<file path="src/rtl/ring_ptr_pkg.sv">
package ring_ptr_pkg;
   // register byte offsets
   localparam int OFS_CTL  = 'h0;
   localparam int OFS_STS  = 'h4;
   localparam int OFS_SIZE = 'h8;

   // field positions shared by control and status views
   localparam int BIT_START = 0;
   localparam int BIT_EIE   = 4;
   localparam int BIT_BUSY  = 0;
   localparam int BIT_ERR   = 4;
   localparam int BIT_CMP   = 5;
   localparam int PTR_LSB   = 16;

   typedef enum logic [1:0] {
      SEL_CTL,
      SEL_STS,
      SEL_SIZE,
      SEL_NONE
   } reg_sel_e;
endpackage

</file>
<file path="src/rtl/ring_ptr_regs.sv">
module ring_ptr_regs
   import ring_ptr_pkg::*;
#(
   parameter int ADDR_W      = 4,
   parameter int PTR_W       = 8,
   parameter int DEF_ENTRIES = 2
) (
   input  logic              clk,
   input  logic              rst_n,
   input  logic              cfg_wr,
   input  logic [ADDR_W-1:0] cfg_addr,
   input  logic [31:0]       cfg_wdata,
   output logic [31:0]       cfg_rdata,
   input  logic [PTR_W-1:0]  tail,
   input  logic              busy,
   input  logic              accept,
   input  logic              eng_err,
   input  logic              eng_irq_req,
   output logic              ctl_start,
   output logic              ctl_eie,
   output logic [PTR_W-1:0]  head,
   output logic [PTR_W-1:0]  size_m1,
   output logic              sts_cmp,
   output logic              sts_err
);
   localparam logic [PTR_W-1:0] SIZE_RST = PTR_W'(DEF_ENTRIES - 1);

   reg_sel_e sel;
   logic     wr_ctl, wr_sts, wr_size;
   logic     cmp_set, err_set, cmp_clr, err_clr;
   logic     unused_wdata;

   always_comb begin
      if      (cfg_addr == ADDR_W'(OFS_CTL))  sel = SEL_CTL;
      else if (cfg_addr == ADDR_W'(OFS_STS))  sel = SEL_STS;
      else if (cfg_addr == ADDR_W'(OFS_SIZE)) sel = SEL_SIZE;
      else                                    sel = SEL_NONE;
   end

   assign wr_ctl  = cfg_wr && (sel == SEL_CTL);
   assign wr_sts  = cfg_wr && (sel == SEL_STS);
   assign wr_size = cfg_wr && (sel == SEL_SIZE);

   assign cmp_set = accept && eng_irq_req;
   assign err_set = accept && eng_err && ctl_eie;
   assign cmp_clr = wr_sts && cfg_wdata[BIT_CMP];
   assign err_clr = wr_sts && cfg_wdata[BIT_ERR];
   assign unused_wdata = ^cfg_wdata;

   always_ff @(posedge clk or negedge rst_n) begin
      if (!rst_n) begin
         ctl_start <= 1'b0;
         ctl_eie   <= 1'b0;
         head      <= '0;
         size_m1   <= SIZE_RST;
         sts_cmp   <= 1'b0;
         sts_err   <= 1'b0;
      end else begin
         if (wr_ctl) begin
            ctl_start <= cfg_wdata[BIT_START];
            ctl_eie   <= cfg_wdata[BIT_EIE];
            head      <= cfg_wdata[PTR_LSB +: PTR_W];
         end
         if (wr_size) size_m1 <= cfg_wdata[PTR_W-1:0];
         // set has priority over a clearing write in the same cycle
         sts_cmp <= cmp_set | (sts_cmp & ~cmp_clr);
         sts_err <= err_set | (sts_err & ~err_clr);
      end
   end

   always_comb begin
      cfg_rdata = '0;
      unique case (sel)
         SEL_CTL: begin
            cfg_rdata[BIT_START]             = ctl_start;
            cfg_rdata[BIT_EIE]               = ctl_eie;
            cfg_rdata[PTR_LSB +: PTR_W]      = head;
         end
         SEL_STS: begin
            cfg_rdata[BIT_BUSY]              = busy;
            cfg_rdata[BIT_ERR]               = sts_err;
            cfg_rdata[BIT_CMP]               = sts_cmp;
            cfg_rdata[PTR_LSB +: PTR_W]      = tail;
         end
         SEL_SIZE: cfg_rdata[PTR_W-1:0]      = size_m1;
         default:  cfg_rdata                 = '0;
      endcase
   end

   // a clearing write with no competing set leaves the bit low
   assert_w1c_cmp_R9: assert property (@(posedge clk) disable iff (!rst_n)
      (cmp_clr && !accept) |=> !sts_cmp);
   // an accepted done requesting an interrupt is always recorded
   assert_cmp_set_R7: assert property (@(posedge clk) disable iff (!rst_n)
      (accept && eng_irq_req) |=> sts_cmp);
   // the error bit only rises while the enable was on
   assert_err_gate_R8: assert property (@(posedge clk) disable iff (!rst_n)
      $rose(sts_err) |-> $past(ctl_eie));
endmodule

</file>
<file path="src/rtl/ring_ptr_seq.sv">
module ring_ptr_seq #(
   parameter int PTR_W = 8
) (
   input  logic             clk,
   input  logic             rst_n,
   input  logic             ctl_start,
   input  logic [PTR_W-1:0] head,
   input  logic [PTR_W-1:0] size_m1,
   input  logic             eng_done,
   output logic             desc_valid,
   output logic [PTR_W-1:0] desc_idx,
   output logic [PTR_W-1:0] tail,
   output logic             busy,
   output logic             accept
);
   logic             outstanding;
   logic             pending;
   logic [PTR_W-1:0] tail_nxt;

   assign pending    = ctl_start && (tail != head);
   assign desc_valid = pending && !outstanding;
   assign desc_idx   = tail;
   assign accept     = outstanding && eng_done;
   assign busy       = outstanding || pending;
   assign tail_nxt   = (tail == size_m1) ? '0 : PTR_W'(tail + 1'b1);

   always_ff @(posedge clk or negedge rst_n) begin
      if (!rst_n) begin
         tail        <= '0;
         outstanding <= 1'b0;
      end else if (desc_valid) begin
         outstanding <= 1'b1;
      end else if (accept) begin
         outstanding <= 1'b0;
         tail        <= tail_nxt;
      end
   end

   // an issue strobe never lasts two cycles
   assert_single_issue_R3: assert property (@(posedge clk) disable iff (!rst_n)
      desc_valid |=> !desc_valid);
   // without a done pulse the tail holds
   assert_tail_hold_R4: assert property (@(posedge clk) disable iff (!rst_n)
      !eng_done |=> $stable(tail));
   // an issue is always reported as in progress
   assert_busy_on_issue_R5: assert property (@(posedge clk) disable iff (!rst_n)
      desc_valid |-> busy);
endmodule

</file>
<file path="src/rtl/ring_ptr_irq.sv">
module ring_ptr_irq #(
   parameter bit IRQ_REG = 1'b0
) (
   input  logic clk,
   input  logic rst_n,
   input  logic sts_cmp,
   input  logic sts_err,
   output logic irq
);
   generate
      if (IRQ_REG) begin : g_reg
         logic irq_q;
         always_ff @(posedge clk or negedge rst_n) begin
            if (!rst_n) irq_q <= 1'b0;
            else        irq_q <= sts_cmp | sts_err;
         end
         assign irq = irq_q;
      end else begin : g_comb
         assign irq = sts_cmp | sts_err;
      end
   endgenerate
endmodule

</file>
<file path="src/rtl/ring_ptr_ctrl.sv">
module ring_ptr_ctrl #(
   parameter int ADDR_W      = 4,
   parameter int PTR_W       = 8,
   parameter int DEF_ENTRIES = 2,
   parameter bit IRQ_REG     = 1'b0
) (
   input  logic              clk,
   input  logic              rst_n,
   input  logic              cfg_wr,
   input  logic [ADDR_W-1:0] cfg_addr,
   input  logic [31:0]       cfg_wdata,
   output logic [31:0]       cfg_rdata,
   output logic              desc_valid,
   output logic [PTR_W-1:0]  desc_idx,
   input  logic              eng_done,
   input  logic              eng_err,
   input  logic              eng_irq_req,
   output logic              irq
);
   localparam int MAX_ENTRIES = 1 << PTR_W;

   generate
      if (PTR_W < 1 || PTR_W > 8) begin : g_bad_ptr
         $error("ring_ptr_ctrl: PTR_W must be 1..8");
      end
      if (DEF_ENTRIES < 2 || DEF_ENTRIES > MAX_ENTRIES) begin : g_bad_depth
         $error("ring_ptr_ctrl: DEF_ENTRIES out of range");
      end
      if (ADDR_W < 4) begin : g_bad_addr
         $error("ring_ptr_ctrl: ADDR_W must reach offset 0x8");
      end
   endgenerate

   logic             ctl_start, ctl_eie, sts_cmp, sts_err;
   logic             busy, accept;
   logic [PTR_W-1:0] head, size_m1, tail;

   ring_ptr_regs #(.ADDR_W(ADDR_W), .PTR_W(PTR_W), .DEF_ENTRIES(DEF_ENTRIES)) u_regs (
      .clk(clk), .rst_n(rst_n), .cfg_wr(cfg_wr), .cfg_addr(cfg_addr),
      .cfg_wdata(cfg_wdata), .cfg_rdata(cfg_rdata), .tail(tail), .busy(busy),
      .accept(accept), .eng_err(eng_err), .eng_irq_req(eng_irq_req),
      .ctl_start(ctl_start), .ctl_eie(ctl_eie), .head(head), .size_m1(size_m1),
      .sts_cmp(sts_cmp), .sts_err(sts_err));

   ring_ptr_seq #(.PTR_W(PTR_W)) u_seq (
      .clk(clk), .rst_n(rst_n), .ctl_start(ctl_start), .head(head),
      .size_m1(size_m1), .eng_done(eng_done), .desc_valid(desc_valid),
      .desc_idx(desc_idx), .tail(tail), .busy(busy), .accept(accept));

   ring_ptr_irq #(.IRQ_REG(IRQ_REG)) u_irq (
      .clk(clk), .rst_n(rst_n), .sts_cmp(sts_cmp), .sts_err(sts_err), .irq(irq));

   // the interrupt only drops after software wrote a register
   assert_irq_drop_R10: assert property (@(posedge clk) disable iff (!rst_n)
      $fell(irq) |-> ($past(cfg_wr) || $past(cfg_wr, 2)));
   // a stopped ring issues nothing
   assert_stop_blocks_R6: assert property (@(posedge clk) disable iff (!rst_n)
      !ctl_start |-> !desc_valid);
endmodule

</file>
<file path="config.mk">
export PLATFORM = sky130hd
export DESIGN_NAME = ring_ptr_ctrl
export DESIGN_NICKNAME = d
export VERILOG_FILES = /design/src/rtl/ring_ptr_pkg.sv /design/src/rtl/ring_ptr_regs.sv /design/src/rtl/ring_ptr_seq.sv /design/src/rtl/ring_ptr_irq.sv /design/src/rtl/ring_ptr_ctrl.sv
export SDC_FILE = /design/constraint.sdc
export NUM_CORES = 1
export LEC_CHECK = 0
export ABC_AREA = 1
export CAP_MARGIN = 15
export CORE_MARGIN = 2
export CORE_UTILIZATION = 42
export DETAILED_ROUTE_END_ITERATION = 16
export GPL_ROUTABILITY_DRIVEN = 0
export PLACE_DENSITY = 0.9
export SLEW_MARGIN = 20
export SYNTH_ARGS = -nofsm -noshare
export SYNTH_HDL_FRONTEND = slang
export SYNTH_SLANG_ARGS = --single-unit
</file>
<file path="constraint.sdc">
create_clock -name clk -period 2.55 [get_ports clk]
set_input_delay 0.51 -clock clk [delete_from_list [all_inputs] [get_ports clk]]
set_output_delay 0.51 -clock clk [all_outputs]
set_load 0.05 [all_outputs]
</file>
# Yosys cells after proc, flatten, opt, wreduce, memory -nomap -nowiden
# Index checks and enable logic that the tools add are counted.
[classes]
eq_ne = 6
muxes = 12
n_reduce_logical = 17
add_sub_neg = 1
bitwise = 8
[ops]
columns = ["cell", "n"]
rows = [
  ["one-hot mux 8 bit (2 select lines)", 1],
  ["logical AND 1 bit", 11],
  ["adder 8 x 1 -> 8 bit, second input constant", 1],
  ["== test 8 bit", 1],
  ["2-to-1 mux 8 bit", 1],
  ["!= test 8 bit", 1],
  ["2-to-1 mux 2 bit", 3],
  ["one-hot mux 1 bit (3 select lines)", 2],
  ["== test 4 x 3 -> 1 bit, second input constant", 1],
  ["== test 4 bit, second input constant", 1],
  ["logical NOT 4 bit", 1],
  ["2-to-1 mux 1 bit", 3],
  ["2-to-1 mux 3 bit", 1],
  ["NOT 1 bit", 3],
  ["OR 1 bit", 3],
  ["bitwise AND 1 bit", 2],
  ["== test 2 x 1 -> 1 bit, second input constant", 1],
  ["== test 2 bit, second input constant", 1],
  ["logical NOT 2 bit", 1],
  ["one-hot mux 1 bit (2 select lines)", 1],
  ["AND reduction 2 bit", 1],
  ["nonzero test 2 bit", 1],
  ["logical NOT 1 bit", 1],
  ["logical OR 1 bit", 1],
]
[word_totals]
ff_bits = 29
out_inout_bits = 42

# Depth between registers and ports, before layout
# Gate-level depths: netlist (run 1).
[depth]
word_depth = 10
mapped_depth = 11
depth_no_buf = 10

# By module
# From an unflattened synthesis (run 1), not the netlist that was laid out.
[unflattened]
cells_unflattened = 325
area_unflattened_um2 = 2204.6
[by_module_without_submodules]
columns = ["module", "area_each_um2", "cells_each", "instances"]
rows = [
  ["ring_ptr_regs", 1287.5, 167, 1],
  ["ring_ptr_seq", 905.9, 155, 1],
  ["ring_ptr_irq", 11.3, 3, 1],
]

# Worst setup path before layout (run 1)
# No wires, ideal clock.
[synth_path]
path_kind = "in2out"
from = "input port cfg_addr[1]"
to = "output port cfg_rdata[5]"
setup_slack_ns = -0.421
path_buffers = 1
t_arrival_ns = 2.461
cell_stages = 7
path_cell_list = "nor2_1 -> inv_1 -> nor2_1 -> ha_1 -> clkbuf_1 -> nand2_1 -> a21boi_0"
[synth_between]
elab_chain_len = 6
elab_cells_between_ends = 9
[synth_lines]
columns = ["element", "line_no", "rtl"]
rows = [
  ["from (decl)", "ring_ptr_ctrl.sv:10", "input logic [ADDR_W-1:0] cfg_addr,"],
  ["== test 4 bit", "ring_ptr_regs.sv:36", "else if (cfg_addr == ADDR_W'(OFS_SIZE)) sel = SEL_SIZE;"],
  ["2-to-1 mux 1 bit", "ring_ptr_regs.sv:36", ""],
  ["2-to-1 mux 2 bit", "ring_ptr_regs.sv:35", "else if (cfg_addr == ADDR_W'(OFS_STS)) sel = SEL_STS;"],
  ["2-to-1 mux 2 bit (*)", "ring_ptr_regs.sv:34", "if (cfg_addr == ADDR_W'(OFS_CTL)) sel = SEL_CTL;"],
  ["== test 2 bit or == test 2 x 1 -> 1 bit (tied branches)", "ring_ptr_regs.sv:73", "unique case (sel)"],
  ["one-hot mux 1 bit (2 select lines) (*)", "ring_ptr_regs.sv:73", ""],
  ["to (decl)", "ring_ptr_ctrl.sv:12", "output logic [31:0] cfg_rdata,"],
]
# Mark *: on every way between the ends. The rest lies on a longest branch, timed or not.

# Final worst setup path (run 1)
[layout_path]
from = "input port cfg_addr[2]"
to = "output port cfg_rdata[21]"
[layout_between]
elab_chain_len = 6
elab_cells_between_ends = 9
[layout_lines]
columns = ["element", "line_no"]
rows = [
  ["== test 4 bit", "ring_ptr_regs.sv:36"],
  ["2-to-1 mux 1 bit", "ring_ptr_regs.sv:36"],
  ["2-to-1 mux 2 bit", "ring_ptr_regs.sv:35"],
  ["2-to-1 mux 2 bit (*)", "ring_ptr_regs.sv:34"],
  ["== test 2 x 1 -> 1 bit or logical NOT 2 bit (tied branches)", "ring_ptr_regs.sv:73"],
  ["one-hot mux 8 bit (2 select lines) (*)", "ring_ptr_regs.sv:73"],
]
# Marked as above.

==> reports/qor.log, run 1 <==
INFO  sta            worst-slew-pin-transition=498.0ps
INFO  logic_synthesis synth.cell_area=0.001913mm^2
INFO  power_and_ir_drop swShare=47.60%
INFO  routing        first_iter_violations=218
INFO  logic_synthesis synth_enable_flop_cells=0
INFO  layout         layout.filler_cells=318
INFO  routing        vias=1842
INFO  power_and_ir_drop power_frac_comb=47.8%
INFO  layout         area_occupied_by_multi_input_gates=0.001106mm^2
INFO  power_and_ir_drop power_density=823.3mW/mm^2
INFO  critical_path  worstReg2RegStart=u_seq.desc_idx[0]
INFO  sta            finalMaxSlewViolations=0
INFO  critical_path  crit_path_top_delay_cell=sky130_fd_sc_hd__clkdlybuf4s50_1
INFO  clocking       cts_tree=yes
INFO  clocking       cts_root_buffer=sky130_fd_sc_hd__clkbuf_8
INFO  run            drv.max_cap_violation_count=0
INFO  logic_synthesis yosysSeqAreaShare=38.00%
INFO  sta            finalSetupViolCount=0
INFO  logic_synthesis yosys_register_bits=29
INFO  sta            final.hold.worst_slack=521.2ps
INFO  global_route   grt_antenna_before_repair=0
INFO  place          io_buffer_count=51
INFO  layout         num_antenna_cells=0
INFO  critical_path  worstSetupStartpointType=input pin
INFO  power_and_ir_drop post-layout-total-power=0.002345W
INFO  sta            rsz0062_at_grt=no
INFO  routing        route.detailed.vias_per_inst=5.117
INFO  critical_path  worstSetupEndpointType=primary output
INFO  outcome        outcome=complete, no violations
INFO  clocking       clk_latency=280ps
INFO  logic_synthesis gate_count_of_the_mapped_netlist=246
INFO  layout         seqCellArea=726.9um^2
INFO  global_route   global_route_usage_over_all_layers=19.63%
INFO  sta            max_freq=0.3999GHz
INFO  routing        drcViolationCount=0
INFO  layout         nNetsFinal=354
INFO  critical_path  critPathMaxFanout=4
INFO  critical_path  worst_reg2reg_path_endpoint=u_seq.desc_idx[6]
INFO  critical_path  worstPathArrival=1990ps
INFO  hold_path      hold_path_end=u_regs.ctl_eie
INFO  sta            period_share=98.06%
INFO  critical_path  required_time_reported_for_the_critical_path_endpoint=2040ps
INFO  layout         area_growth_syn_to_layout=48.86%
INFO  die            io_pins=84
INFO  sta            final_critical_path_setup_slack=49.40ps
INFO  logic_synthesis postSynth.topFlopCell=sky130_fd_sc_hd__dfrtp_1
INFO  power_and_ir_drop power.switching=0.001116W
INFO  logic_synthesis synth_cell_type_count=37
INFO  die            core-area=0.004384mm^2
INFO  routing        drtAntennaViolNets=0
INFO  power_and_ir_drop vdd.ir_drop.worst=0.0004484V
INFO  clocking       cts.sink_count=29
INFO  clocking       max-clock-path-buffers=2
INFO  critical_path  r2r_cells=7
INFO  hold_path      worstHoldStart=u_regs.ctl_eie
INFO  critical_path  setup.worst_path.class=in -> out
INFO  layout         final_layout_size_suffix_gt1_share=28.90%
INFO  place          detailed_place_hpwl=3.558mm
INFO  sta            maxSlewHeadroom=66.70%
INFO  power_and_ir_drop clockPowerShare=17.8%
INFO  sta            final-hold-violation-count=0
INFO  sta            layout_min_cycle_time=2501ps
INFO  hold_path      holdPathStages=2
INFO  clocking       path_clk_slew=60ps
INFO  clocking       cts_htree_levels=2
INFO  logic_synthesis synth.yosys.warnings=0
INFO  critical_path  worst_path_largest_cell_delay=520ps
INFO  logic_synthesis postSynth.asyncResetShare=100.0%
INFO  power_and_ir_drop static_leakage=1.331nW
INFO  sta            skew=6.541ps
INFO  critical_path  r2r_setup_slack=1020ps
INFO  die            initial_utilization=43.64%
INFO  routing        detail_route.wirelength=5.306mm
INFO  global_route   grt_start_max_net_pins=30
INFO  routing        detailedRoute.firstPassIterationCount=4
INFO  die            rows=24
INFO  hold_path      hold_path_class=reg -> reg
INFO  critical_path  path_cells=clkdlybuf4s50_1 -> nor2_4 -> inv_1 -> ha_4 -> clkbuf_16 -> nand2_2 -> a21oi_2 -> buf_12
INFO  logic_synthesis synthesis.area_per_instance=7.777um^2
INFO  power_and_ir_drop sequentialPowerShare=34.4%
INFO  global_route   grt_first_pass_wirelength=7.838mm
INFO  die            fp.dieArea=0.005111mm^2
INFO  die            fp.dieH=71.49um
INFO  global_route   grt-ovfl-total=0
INFO  die            die_width=71.49um
INFO  clocking       tritoncts.num_buffers=5
INFO  place          detailedPlace.worstSlack=-163.7ps
INFO  global_route   number_of_global_route_vias_before_repair=1710
INFO  routing        detail_route.wl_per_cell=14.74um
INFO  power_and_ir_drop internal_power=0.001229W
[cells in the mapped netlist (2+ instances only)]
master / count / area, um^2
sky130_fd_sc_hd__a21oi_1: 16 / 80.08
sky130_fd_sc_hd__buf_2: 3 / 15.01
sky130_fd_sc_hd__buf_4: 16 / 120.1
sky130_fd_sc_hd__buf_6: 3 / 33.78
sky130_fd_sc_hd__clkbuf_1: 2 / 7.510
sky130_fd_sc_hd__dfrtp_1: 28 / 700.7
sky130_fd_sc_hd__ha_1: 5 / 62.56
sky130_fd_sc_hd__inv_1: 25 / 93.84
sky130_fd_sc_hd__inv_2: 2 / 7.510
sky130_fd_sc_hd__inv_4: 2 / 12.51
sky130_fd_sc_hd__mux2_1: 2 / 22.52
sky130_fd_sc_hd__mux2_2: 5 / 56.30
sky130_fd_sc_hd__nand2_1: 68 / 255.2
sky130_fd_sc_hd__nand3_1: 6 / 30.03
sky130_fd_sc_hd__nor2_1: 20 / 75.07
sky130_fd_sc_hd__nor3_1: 2 / 10.01
sky130_fd_sc_hd__o21ai_0: 8 / 40.04
sky130_fd_sc_hd__o21ai_1: 4 / 20.02
sky130_fd_sc_hd__xnor2_1: 3 / 26.28
sky130_fd_sc_hd__xor2_1: 9 / 78.83
[placed cells by master, fill, tap and decap left out, types with 2 or more instances in the layout]
cell type and n:
sky130_fd_sc_hd__a21oi_1 7, sky130_fd_sc_hd__a21oi_2 6, sky130_fd_sc_hd__a21oi_4 4, sky130_fd_sc_hd__buf_12 10, sky130_fd_sc_hd__buf_4 13, sky130_fd_sc_hd__buf_6 4
sky130_fd_sc_hd__clkbuf_8 7, sky130_fd_sc_hd__clkdlybuf4s50_1 32, sky130_fd_sc_hd__conb_1 16, sky130_fd_sc_hd__dfrtp_1 28, sky130_fd_sc_hd__dlymetal6s2s_1 2, sky130_fd_sc_hd__ha_1 2
sky130_fd_sc_hd__ha_4 3, sky130_fd_sc_hd__inv_1 23, sky130_fd_sc_hd__inv_2 4, sky130_fd_sc_hd__inv_4 3, sky130_fd_sc_hd__mux2_1 2, sky130_fd_sc_hd__mux2_2 5
sky130_fd_sc_hd__nand2_1 53, sky130_fd_sc_hd__nand2_2 15, sky130_fd_sc_hd__nand3_1 6, sky130_fd_sc_hd__nor2_1 18, sky130_fd_sc_hd__nor2_4 3, sky130_fd_sc_hd__nor3_1 2
sky130_fd_sc_hd__o21ai_0 8, sky130_fd_sc_hd__o21ai_1 4, sky130_fd_sc_hd__xnor2_1 3, sky130_fd_sc_hd__xor2_1 9
[how the worst max path moves through the flow]
stage / end / from / depth (start not counted) / slack, ps
detailed placement: cfg_rdata[0] / cfg_addr[1] / 10 / -160
CTS: cfg_rdata[17] / cfg_addr[1] / 9 / -50
finish: cfg_rdata[21] / cfg_addr[2] / 8 / 50
floorplan: cfg_rdata[5] / cfg_addr[1] / 7 / -40
global route: cfg_rdata[5] / cfg_addr[2] / 8 / 20
global placement: cfg_rdata[0] / cfg_addr[1] / 10 / -110
[critical path, delay by kind of cell]
kind / cells / cell delay, ps
AO/OA/AOI/OAI: 1 / 200
adder cells (fa/ha/maj): 1 / 200
buffers and inverters: 4 / 950
AND/OR/NAND/NOR: 2 / 130
[timing repair]
action | 4_1_cts | 5_1_grt
setup endpoints to repair | 16 | 14
hold buffers | 0 | 0
gates resized for setup | 9 | 33
setup buffers | 0 | 2
cloned | 0 | 1
pin swaps | 6 | 16
[stage by stage]
stage	std cells	cell area (um^2)	util, %	TNS [ps]
2_1_floorplan	261	2003	-	-41.19
3_3_place_gp	349	2552	58.22	-816.9
3_5_place_dp	349	2552	58.22	-1499
4_1_cts	357	2686	61.27	-231.7
5_1_grt	360	2848	64.95	0
6_report	360	2848	64.95	0
[kinds of logic (layout without fill, tap and decap cells)]
kind of cell | after synthesis | in the layout | synth area share [%]
DFF | 29 | 29 | 38.00
other | 1 | 16 | 0.1960
buffers and inverters | 54 | 101 | 15.37
muxes | 7 | 7 | 4.120
and+or+nand+nor | 104 | 104 | 23.74
AOI/OAI and AO/OA | 34 | 34 | 9.811
adders and majority gates | 5 | 5 | 3.270
xor gates and xnor gates | 12 | 12 | 5.494
[flip-flops by register name, indices dropped and copies added, names as in the netlist]
| register | cells |
|---|---|
| u_regs.sts_err | 1 |
| u_seq.desc_idx | 8 |
| u_regs.ctl_eie | 1 |
| u_regs.ctl_start | 1 |
| u_seq.outstanding | 1 |
| u_regs.size_m1 | 8 |
| u_regs.sts_cmp | 1 |
| u_regs.head | 8 |
[area by class of cell]
type | count | share of cell area (%)
clock buffer | 7 | 3.383
clock inverter | 1 | 0.1757
inverter | 30 | 4.218
multi-input combinational | 178 | 38.84
sequential | 29 | 25.53
tap | 52 | 2.285
timing repair buffer | 63 | 25.57
[power by group through the flow]
stage                     sequential [W]  combinational [W]  clock, W
after detailed placement        0.000792            0.00106         0
after global placement          0.000783            0.00104         0
after floorplan                 0.000926           0.000638         0
final                           0.000806            0.00112  0.000418
after global routing            0.000819            0.00120  0.000446
after CTS                       0.000784            0.00107  0.000426
[per-layer routing]
metal  vias to the layer above  track usage [%]  wire (um)  share of wire, %
met5                         -                0          0                 0
met2                       102            32.51       2598                49
met4                         0            8.176        146               2.8
met3                        19            5.345        474               8.9
li1                        859                -          -                 -
met1                       862            24.17       2086                39
Power figures use the tool's default switching activity.
==> inputs of run 2 (changes only) <==
--- a/config.mk
+++ b/config.mk
@@ -12,7 +12,7 @@
 export DETAILED_ROUTE_END_ITERATION = 16
 export GPL_ROUTABILITY_DRIVEN = 0
 export PLACE_DENSITY = 0.9
-export SLEW_MARGIN = 20
+export SLEW_MARGIN = 30
 export SYNTH_ARGS = -nofsm -noshare
 export SYNTH_HDL_FRONTEND = slang
 export SYNTH_SLANG_ARGS = --single-unit
==> results of run 2 <==
The final DEF is identical to that of run 1; final timing and power are the same.
==> inputs of run 3 (changes only) <==
--- a/config.mk
+++ b/config.mk
@@ -7,6 +7,7 @@
 export LEC_CHECK = 0
 export ABC_AREA = 1
 export CAP_MARGIN = 15
+export CORE_ASPECT_RATIO = 1.5
 export CORE_MARGIN = 2
 export CORE_UTILIZATION = 42
 export DETAILED_ROUTE_END_ITERATION = 16
==> run 3 against run 2 <==
Net effect: die area rose by 0.22%; hold slack got worse by 3.2 ps; sequential share of layout area rose by 0.81 points; combinational power is essentially flat; global-route usage rose by 0.61 points; critical path type unchanged; largest cell class unchanged; power is 1.8% higher; maximum frequency rose by 1.9%.
==> reports/qor.log, run 3 (synthesis results as in run 1) <==
INFO  critical_path  worstSetupEndpointType=primary output
INFO  sta            finalMaxSlewViolations=0 [unchanged]
INFO  hold_path      holdPathStages=2 [unchanged]
INFO  critical_path  critPathMaxFanout=3 [-1]
INFO  global_route   grt_start_max_net_pins=30 [unchanged]
INFO  place          detailedPlace.worstSlack=-72.78ps [+90.88 ps]
INFO  layout         nNetsFinal=354 [unchanged]
INFO  routing        detailedRoute.firstPassIterationCount=4 [unchanged]
INFO  layout         final_cell_count_no_fill=356 [-1.1%]
INFO  hold_path      hold_path_class=reg -> reg
INFO  routing        met3_wire_len=296um [-38%]
INFO  die            rows=30 [+25%]
INFO  layout         layout.cells.most_common=sky130_fd_sc_hd__nand2_1
INFO  sta            period_share=96.26% [-1.8 points]
INFO  global_route   grt_antenna_before_repair=0 [unchanged]
INFO  place          io_buffer_count=51 [unchanged]
INFO  layout         area_occupied_by_multi_input_gates=0.001035mm^2 [-6.4%]
INFO  power_and_ir_drop static_leakage=1.307nW [-1.8%]
INFO  die            initial_utilization=42.83% [-0.81 points]
INFO  critical_path  worstSetupStartpointType=input pin
INFO  clocking       cts_root_buffer=sky130_fd_sc_hd__clkbuf_8
INFO  routing        met1_length=1.622mm [-22%]
INFO  sta            layout_min_cycle_time=2455ps [-46.09 ps]
INFO  global_route   grt_first_pass_wirelength=7.859mm [+0.27%]
INFO  die            fp.dieArea=0.005122mm^2 [+0.22%]
INFO  sta            skew=9.104ps [+2.564 ps]
INFO  clocking       path_clk_slew=60ps [about the same]
INFO  sta            finalSetupViolCount=0 [unchanged]
INFO  clocking       cts_hold_repair.buffers=0 [unchanged]
INFO  clocking       clk_latency=290ps [about the same]
INFO  critical_path  r2r_setup_slack=1040ps [+20 ps]
INFO  global_route   number_of_global_route_vias_before_repair=1807 [+5.7%]
INFO  routing        drtAntennaViolNets=0 [unchanged]
INFO  critical_path  worstReg2RegStart=u_seq.desc_idx[1]
INFO  layout         final_layout_size_suffix_gt1_share=24.03% [-4.9 points]
INFO  clocking       cts.sink_count=29 [unchanged]
INFO  layout         area_growth_syn_to_layout=44.28%
INFO  sta            final_critical_path_setup_slack=95.49ps [+46.09 ps]
INFO  clocking       tritoncts.num_buffers=5 [unchanged]
INFO  run            drv.max_cap_violation_count=0 [unchanged]
INFO  layout         num_antenna_cells=0 [unchanged]
INFO  critical_path  worst_reg2reg_path_endpoint=u_seq.desc_idx[6]
INFO  sta            final.hold.worst_slack=518.0ps [-3.153 ps]
INFO  place          detailed_place_hpwl=3.500mm [-1.6%]
INFO  critical_path  critical_path.endpoint=cfg_rdata[0]
INFO  routing        vias=1832 [-0.54%]
INFO  critical_path  cp-startpoint=cfg_addr[3]
INFO  critical_path  setup.worst_path.class=in -> out
INFO  power_and_ir_drop vdd.ir_drop.worst=0.0004796V [+6.9%]
INFO  place          place.detailed.instances=348 [-0.29%]
INFO  critical_path  required_time_reported_for_the_critical_path_endpoint=2040ps [about the same]
INFO  power_and_ir_drop power_density=864.9mW/mm^2 [+5.0%]
INFO  routing        detail_route.wl_per_cell=13.22um [-10%]
INFO  routing        wl_met2=2.560mm [-1.5%]
INFO  routing        route.detailed.vias_per_inst=5.146 [+0.57%]
INFO  sta            max_freq=0.4074GHz [+1.9%]
INFO  die            core-area=0.004467mm^2 [+1.9%]
INFO  routing        drcViolationCount=0 [unchanged]
INFO  die            fp.dieH=86.66um [+21%]
INFO  clocking       cts_tree=yes
INFO  sta            final-hold-violation-count=0 [unchanged]
INFO  global_route   global_route_usage_over_all_layers=20.24% [+0.61 points]
INFO  sta            rsz0062_at_grt=no
INFO  critical_path  worstPathArrival=1940ps [-50 ps]
INFO  die            io_pins=84 [unchanged]
INFO  layout         commonest_non_fill_non_tap_cells_in_the_layout=68 x sky130_fd_sc_hd__nand2_1, 32 x sky130_fd_sc_hd__clkdlybuf4s50_1, 28 x sky130_fd_sc_hd__dfrtp_1
INFO  die            die_width=59.11um [-17%]
INFO  global_route   grt-ovfl-total=0 [unchanged]
INFO  clocking       max-clock-path-buffers=2 [unchanged]
INFO  critical_path  r2r_cells=7 [unchanged]
INFO  routing        detail_route.wirelength=4.706mm [-11%]
INFO  routing        top_signal_layer_used=met4
INFO  layout         seqCellArea=726.9um^2 [unchanged]
INFO  outcome        outcome=complete, no violations
INFO  clocking       cts_htree_levels=2 [unchanged]
INFO  routing        first_iter_violations=54 [-75%]
INFO  power_and_ir_drop post-layout-total-power=0.002387W [+1.8%]
INFO  layout         layout.filler_cells=349 [+9.7%]
run 3: changes by cell type in the layout (fill, tap and decap cells not counted), moves of 2 or more:
cell                      previous run  this run
sky130_fd_sc_hd__nand2_1            53        68
sky130_fd_sc_hd__a21oi_4             4         0
sky130_fd_sc_hd__buf_4              13        15
sky130_fd_sc_hd__a21oi_2             6        10
sky130_fd_sc_hd__nand2_2            15         0
run 3: what timing repair did:
item	4_1_cts	5_1_grt
gates resized for setup	18	2
buffers inserted	0	0
pin swaps	3	4
endpoints found under the setup margin	11	11
run 3: layout make-up:
| type | count | area share [%] |
|---|---|---|
| multi-input cells | 178 | 37.49 |
| inverters | 30 | 4.306 |
| repair buffers | 63 | 25.34 |
| well taps | 48 | 2.176 |
| clock inverters | 2 | 1.360 |
| clock buffers | 6 | 2.992 |
| flip-flops and latches | 29 | 26.34 |
run 3: worst min-delay path by stage:
stage,start,end,slack [ps]
3_5_place_dp,u_regs.sts_cmp,u_regs.sts_cmp,510
6_report,u_regs.size_m1[0],u_regs.size_m1[0],520
3_3_place_gp,u_regs.sts_err,u_regs.sts_err,500
5_1_grt,u_regs.ctl_eie,u_regs.ctl_eie,550
2_1_floorplan,rst_n,u_regs.ctl_eie,210
4_1_cts,u_regs.size_m1[0],u_regs.size_m1[0],530
run 3: per-layer routing:
| layer | up-vias | track usage, % |
|---|---|---|
| met3 | 25 | 5.373 |
| met5 | - | 0 |
| met2 | 91 | 34.55 |
| met1 | 857 | 21.89 |
| met4 | 0 | 11.78 |
| li1 | 859 | - |
run 3: metrics by stage:
stage | cell area [um^2] | setup TNS [ps] | utilization (%)
final | 2760 | 0 | 61.79
after global routing | 2760 | 0 | 61.79
after CTS | 2758 | 0 | 61.74
after detailed placement | 2570 | -555.5 | 57.54
after global placement | 2570 | -409.1 | 57.54
after floorplan | 2003 | -41.19 | -
run 3: worst max-delay path: stages:
cell and delay (ps):
sky130_fd_sc_hd__clkdlybuf4s50_1 440, sky130_fd_sc_hd__nor2_4 140, sky130_fd_sc_hd__buf_6 120, sky130_fd_sc_hd__ha_4 130, sky130_fd_sc_hd__buf_6 90, sky130_fd_sc_hd__a22o_1 130, sky130_fd_sc_hd__inv_2 50, sky130_fd_sc_hd__a21oi_2 150
sky130_fd_sc_hd__buf_6 170
run 3: power breakdown:
| group | internal, W | switching, W |
|---|---|---|
| clock | 0.000317 | 0.000181 |
| sequential | 0.000587 | 0.000177 |
| combinational | 0.000401 | 0.000725 |
